[config.mk]
export PLATFORM = sky130hd
export DESIGN_NAME = csa_serializer
export DESIGN_NICKNAME = d
export VERILOG_FILES = /design/src/rtl/csa_serializer.sv
export SDC_FILE = /design/constraint.sdc
export NUM_CORES = 1
export LEC_CHECK = 0
export BUFFER_PORTS_ARGS = -buffer_cell sky130_fd_sc_hd__buf_4
export CAP_MARGIN = 10
export CORE_UTILIZATION = 51
export DETAILED_ROUTE_END_ITERATION = 6
export MAX_ROUTING_LAYER = met4
export PLACE_DENSITY = 0.91
export SYNTH_ARGS = -nofsm -noshare
export SYNTH_HDL_FRONTEND = slang
export SYNTH_SLANG_ARGS = --single-unit
[constraint.sdc]
create_clock -name clk -period 1.55 [get_ports clk]
set_clock_uncertainty 0.2 [all_clocks]
set_input_delay 0.0775 -clock clk [delete_from_list [all_inputs] [get_ports clk]]
set_output_delay 0.0775 -clock clk [all_outputs]
set_load 0.005 [all_outputs]
[src/rtl/csa_serializer.sv]
module csa_serializer #(
  parameter int R = 8
) (
  input  logic         clk,
  input  logic         rst,
  input  logic         load,
  input  logic [R:0]   sum_in,
  input  logic [R:0]   carry_in,
  output logic         bit_out
);

  logic [R-1:0] s_q;
  logic [R:0]   c_q;
  logic [R:0]   ws;
  logic [R:0]   wc;

  assign ws = {c_q[R], s_q ^ c_q[R-1:0]};
  assign wc = {1'b0, s_q & c_q[R-1:0]};

  assign bit_out = load ? sum_in[0] : ws[0];

  always_ff @(posedge clk) begin
    if (rst) begin
      s_q <= '0;
      c_q <= '0;
    end else if (load) begin
      s_q <= sum_in[R:1];
      c_q <= carry_in;
    end else begin
      s_q <= ws[R:1];
      c_q <= wc;
    end
  end

endmodule

Word-level counts from Yosys, hierarchy flattened:

Cells that the tools add are included.

* bitwise logic cells: 3
* order comparisons: 0
* add/subtract/negate cells: 0
* shifts and indexed selects: 0
* reductions and logical operators: 1
* equal/unequal tests: 0
* multipliers: 0
* divide/modulo/power cells: 0
* muxes and demuxes: 3

Operator list (count)
* 2-to-1 mux 8 bit: 2
* AND 8 bit: 1
* XOR 8 bit: 1
* OR reduction 2 bit: 1
* 2-to-1 mux 1 bit: 1
* inverter 1 bit: 1

* logic and storage cells: 10
* input port bits: 21
* bits in registers: 17
* output and inout bits: 1
* memories: 0
* bits in read-only memories: 0
* memory bits (writable): 0
* bits in latches: 0

Logic depth before layout (Yosys ltp):

Gate-level depths: netlist of run 1.

* depth in word-level cells: 2
* gate-level depth with buffers: 4
* depth with buffers taken out: 3

Least setup slack after synthesis of run 1:

No wires, ideal clock.

* kind: reg-to-output
* start: register s_q[0]
* end: output bit_out
* required time: 1272 ps
* data arrival time: 809 ps
* path slack: 463 ps
* path buffers: 0
* stages on the path, launching flop included: 3
* cells stage by stage: dfxtp_1 > ha_1 > mux2_2

* word-level cells in the longest chain between the ends: 2

Ends and longest elaborated chain
* start: declaration: line 12 `logic [R-1:0] s_q;`
* start signal: assignment: line 27 `s_q <= sum_in[R:1];`
* start signal: assignment: line 30 `s_q <= ws[R:1];`
* XOR 8 bit: line 17 `assign ws = {c_q[R], s_q ^ c_q[R-1:0]};`
* 2-to-1 mux 1 bit: line 20 `assign bit_out = load ? sum_in[0] : ws[0];`
* end: declaration: line 9 `output logic bit_out`

No other way between the ends.

Worst setup path in the final report of run 1:

Same ends and word-level chain as after synthesis.

==> impl_metrics.yaml, run 1 <==
cells_and_area:
  layout_commonest_cell: "buf_4"
  fin_area_um2: 1090
  final_util_pct: 82.7
  final_nets: 132
  layout_common_cells: "buf_4 (20), dlygate4sd3_1 (18), mux2i_1 (16), nor2_1 (16), dfxtp_1 (10)"
  final_layout_size_suffix_gt1_share_pct: 33.3
  n_fill_cell: 63
  antenna_cells: 0
  syn2layout_area_growth_pct: 50.7
hold_path:
  min-delay-start: "load"
  hold_class: "in2reg"
  holdPathStages: 3
  min_to: "s_q[0]"
placed_design:
  place_congestion: 0.706
  dp_hpwl_um: 782
  dpl_cell_area_um2: 858
  io_buffers: 21
yosys:
  yosysWarnings: 0
  yosys_register_bits: 17
  netlist_area_um2: 723
  synth_nets: 92
  ys_seq_area_share_pct: 47.1
  synthCells: 63
  synth_cell_types: 9
  syn_avg_cell_area_um2: 11.5
die:
  rows: 13
  die-area_um2: 1570
  core_um2: 1320
  start_util_pct: 54.9
  dieHeight_um: 39.7
  die_w_um: 39.7
  io_pins: 22
setup_path:
  critPathMaxStageDelay_ns: 0.34
  crit_chain: "ha_4 -> mux2_2 -> buf_6"
  worstPathBufferInverterCount: 1
  regToRegStartpoint: "s_q[6]"
  startpoint_type: "register"
  arrival_ns: 1.22
  timing.rr.end: "s_q[5]"
  rrSetupSlack_ns: 0.38
  critPathMaxFanout: 1
  endpoint_kind: "primary output"
  reg2regPathDepth: 3
  cp.required_ns: 1.27
  slowest_stage: "dfxtp_2"
  critPathKind: "reg2out"
  cp_top_family: "flip-flops"
power:
  pwr-share-seq_pct: 54.8
  vdd_drop_max_mv: 0.570
  sw_frac_of_total_pct: 23.0
  comb_power_share_pct: 18.6
  p_leak_nw: 0.548
  power_density_nw_per_um2: 795
  p_int_uw: 667
  clockPowerShare_pct: 26.6
  power_switching_uw: 199
timing:
  max_clock_freq_mhz: 669
  final-max-slew-violation-count: 0
  worst_pin_slew_ns: 0.280
  finalHoldViolations: 0
  final.setup.tns_ns: 0
  relSlewSlack_pct: 81.3
  setup_viol: 0
  fin_crit_ns: 1.50
  grt_setup_unrepaired: "no"
  holdWs_ns: 0.0511
  finalCritPeriodShare_pct: 96.5
detailed_routing:
  firstDrtPassIters: 2
  drc: 0
  viasPerCell: 4.87
  ant_nets: 0
  drt-initial-drc-count: 4
  wl_mm: 1.56
  routedWlPerCell_um: 13.3
  dr_total_vias: 570
global_route:
  antenna_found_initial: 0
  grt-ovfl-total: 0
  grt_pass1_wl_mm: 2.40
  grt_pass1_vias: 579
  grt_max_degree: 19
  grt_usage_pct: 24.6
outcome:
  outcome: "finished clean"
clock_tree:
  path_clk_slew_ns: 0.10
  numCtsBuffers: 3
  cts_max_level: 1
  cts_buffer_depth: 2
  root_buffer: "clkbuf_4"
  clkSinkCount: 17
  cts_tree: "built"
  cts_setup_buffers: 0
  clock_latency_ns: 0.28
run:
  max_cap_violations: 0
tightest hold or removal path: cells and delay by family:
kind                   cells  cell delay (ns)
multiplexers               1             0.14
buffers and inverters      1             0.20
AND/OR/NAND/NOR            1             0.07
power by group through the flow:
stage / Combinational [mW] / Sequential, mW / Clock [mW]
floorplan: 0.0728 / 0.478 / 0
global placement: 0.113 / 0.479 / 0
detailed placement: 0.116 / 0.480 / 0
CTS: 0.164 / 0.470 / 0.235
global route: 0.177 / 0.477 / 0.265
finish: 0.162 / 0.474 / 0.230
logic make-up after synthesis:
| group | synth area share, % |
|---|---|
| and+or+nand+nor | 9.69 |
| adders and majority gates | 13.8 |
| muxes | 23.7 |
| DFF | 47.1 |
| buffers and inverters | 5.71 |
state kept, by name, indices dropped and copies added, names as in the netlist:
name	count
c_q	9
s_q	8
routing by layer:
layer  global-route usage (%)  vias to the layer above  wire [µm]
met1                     26.7                      260        645
met3                     5.11                        4         33
met2                     41.8                       16        846
met5                        -                        -          0
met4                     12.9                        0         34
li1                         -                      290          -
cell type report:
type	count	area (µm²)	share of cell area (%)
clock buffers	4	26.3	2.41
multi-input cells	42	354	32.5
flip-flops and latches	17	349	32.0
well taps	15	18.8	1.72
repair buffers	39	342	31.3
synthesized netlist by cell type:
cell type  number  area, µm²
dfxtp_1        17        340
mux2i_1        16        160
nor2_1         16       60.1
ha_1            8        100
buf_2           2       10.0
and3b_2         1       10.0
buf_12          1       20.0
buf_6           1       11.3
mux2_2          1       11.3
how the worst max path moves through the flow:
stage           start       to  slack, ns  cells after the start
3_5_place_dp   s_q[0]  bit_out       0.32                      3
5_1_grt        s_q[0]  bit_out       0.01                      3
2_1_floorplan  s_q[0]  bit_out       0.46                      2
4_1_cts        s_q[0]  bit_out      0.002                      3
3_3_place_gp   s_q[0]  bit_out       0.34                      3
6_report       s_q[0]  bit_out       0.05                      3
what timing repair did:
action | in CTS | in global routing
hold buffers | 25 | 0
endpoints found under the setup margin | 0 | 8
hold endpoints to repair | 17 | 0
resized for setup | 0 | 9
metrics by stage:
step | std cells | power, mW | setup WS (ns)
final | 117 | 0.866 | 0.0547
after global routing | 117 | 0.919 | 0.0131
after CTS | 124 | 0.869 | 0.00169
after detailed placement | 95 | 0.597 | 0.323
after global placement | 95 | 0.592 | 0.338
after floorplan | 63 | 0.551 | 0.463
Power figures use the tool's default switching activity.
==> inputs of run 2 (changes only) <==
- GPL_TIMING_DRIVEN: unset -> 0
==> run 2 against run 1 <==
  * Sequential power about the same
  * Setup slack got worse by 0.014 ns
  * Non-clock buffer count grew 5
  * Combinational power is 9.9% higher
  * Largest cell class is now non-clock buffers
  * Global-route usage up 0.73 points
  * Die area stayed put
  * First-iteration DRC count shrank 25%
  * Final cell count up 4.3%
  * Sequential cell count is the same
  * Highest routed layer unchanged
  * Critical path depth rose by 1
  * Maximum frequency decreased by 0.96%
  * Wire length is 3.5% higher
  * Largest power group unchanged
==> impl_metrics.yaml, run 2 (synthesis gave the netlist of run 1 again) <==
setup_path:
  startpoint_type: "primary input"
  cp.required_ns: 1.52
  endpoint_kind: "register"
  regToRegStartpoint: "s_q[7]"
  arrival_ns: 1.48
  critPathKind: "in2reg"
  crit_path_start: "carry_in[8]"
  critPathMaxFanout: 1
cells_and_area:
  final_nets: 137
  syn2layout_area_growth_pct: 58.0
  final_layout_size_suffix_gt1_share_pct: 28.0
  largest_reg_flops: 9
  n_fill_cell: 60
  top_regs: "c_q: 9 flops, s_q: 8 flops"
  multi_input_area_um2: 358
  largest-register: "c_q"
  layout_commonest_cell: "dlygate4sd3_1"
  antenna_cells: 0
  layout_common_cells: "dlygate4sd3_1 (21), buf_4 (18), mux2i_1 (16), nor2_1 (16), dfxtp_1 (16)"
  seq_area_um2: 342
hold_path:
  hold_class: "in2reg"
  min-delay-start: "load"
global_route:
  antenna_found_initial: 0
  grt_pass1_wl_mm: 2.45
  grt-ovfl-total: 0
  grt_usage_pct: 25.3
  grt_pass1_vias: 582
  grt_max_degree: 11
die:
  die-area_um2: 1570
  core_um2: 1320
  dieHeight_um: 39.7
  die_w_um: 39.7
  start_util_pct: 54.9
  io_pins: 22
  rows: 13
clock_tree:
  root_buffer: "clkbuf_4"
  cts_tree: "built"
  cts_buffer_depth: 2
  clock_latency_ns: 0.28
  clkSinkCount: 17
  numCtsBuffers: 3
  cts_max_level: 1
  path_clk_slew_ns: 0.09
  cts_setup_buffers: 0
outcome:
  outcome: "finished clean"
detailed_routing:
  wl_mm: 1.61
  ant_nets: 0
  dr_total_vias: 591
  drc: 0
  drt-initial-drc-count: 3
  routedWlPerCell_um: 13.2
  viasPerCell: 4.84
  firstDrtPassIters: 2
power:
  fin_total_pwr_uw: 872
  vdd_drop_max_mv: 0.705
  p_leak_nw: 0.578
  power_density_nw_per_um2: 764
run:
  max_cap_violations: 0
timing:
  finalHoldViolations: 0
  final.setup.tns_ns: 0
  finalCritPeriodShare_pct: 97.4
  max_clock_freq_mhz: 662
  final-max-slew-violation-count: 0
  relSlewSlack_pct: 74.2
  setup_viol: 0
  fin_crit_ns: 1.51
  worst_pin_slew_ns: 0.386
  grt_setup_unrepaired: "no"
placed_design:
  io_buffers: 19
  place_congestion: 0.720
==> run 2: changes by cell type in the layout (fill, tap and decap cells not counted), sizes merged <==
cell,delta
dlygate4sd3,+3
buf,+2
==> run 2: worst paths after layout <==
check / to / slack (ns) / depth (start not counted)
max: c_q[8] / 0.04 / 4
min: c_q[6] / 0.01 / 4
max reg2reg: s_q[6] / 0.40 / 3
min reg2reg: s_q[7] / 0.29 / 2
==> run 2: layout make-up <==
| type | instances | share of cell area (%) |
|---|---|---|
| plain buffers | 4 | 3.61 |
| clock buffers | 4 | 2.30 |
| multi-input cells | 42 | 31.3 |
| flip-flops and latches | 17 | 29.9 |
| well taps | 15 | 1.64 |
| repair buffers | 40 | 31.2 |
==> run 2: critical path, stage by stage <==
cell and delay (ns):
dlygate4sd3_1 0.54, buf_4 0.14, and3b_2 0.18, dlygate4sd3_1 0.55
==> run 2: what timing repair did <==
item / in CTS / in global routing
endpoints found under the hold margin: 17 / 1
hold buffers: 21 / 1
endpoints found under the setup margin: 0 / 2
resized for setup: 0 / 4
==> run 2: power breakdown <==
part           switching [mW]  internal (mW)  total, mW
sequential            0.00952          0.463      0.472
clock                   0.123         0.0997      0.222
combinational          0.0628          0.115      0.178
total                   0.195          0.677      0.872
==> run 2: layer usage <==
metal | up-vias | part of all wire [%] | GRT usage [%]
met1 | 276 | 41 | 26.3
li1 | 299 | - | -
met4 | 0 | 0.31 | 7.76
met5 | - | 0 | -
met3 | 2 | 2.7 | 5.11
met2 | 14 | 56 | 47.1
==> run 2: metrics by stage <==
stage,worst slack [ns],area (µm²),instances,utilization (%),hold slack (ns)
finish,0.0402,1140,122,86.7,0.0101
CTS,0.00776,1120,122,85.1,0.00777
global placement,0.330,885,97,67.1,0.111
global route,0.0124,1140,122,86.7,0.0228
detailed placement,0.330,885,97,67.1,0.122
floorplan,0.463,723,63,-,0.0243
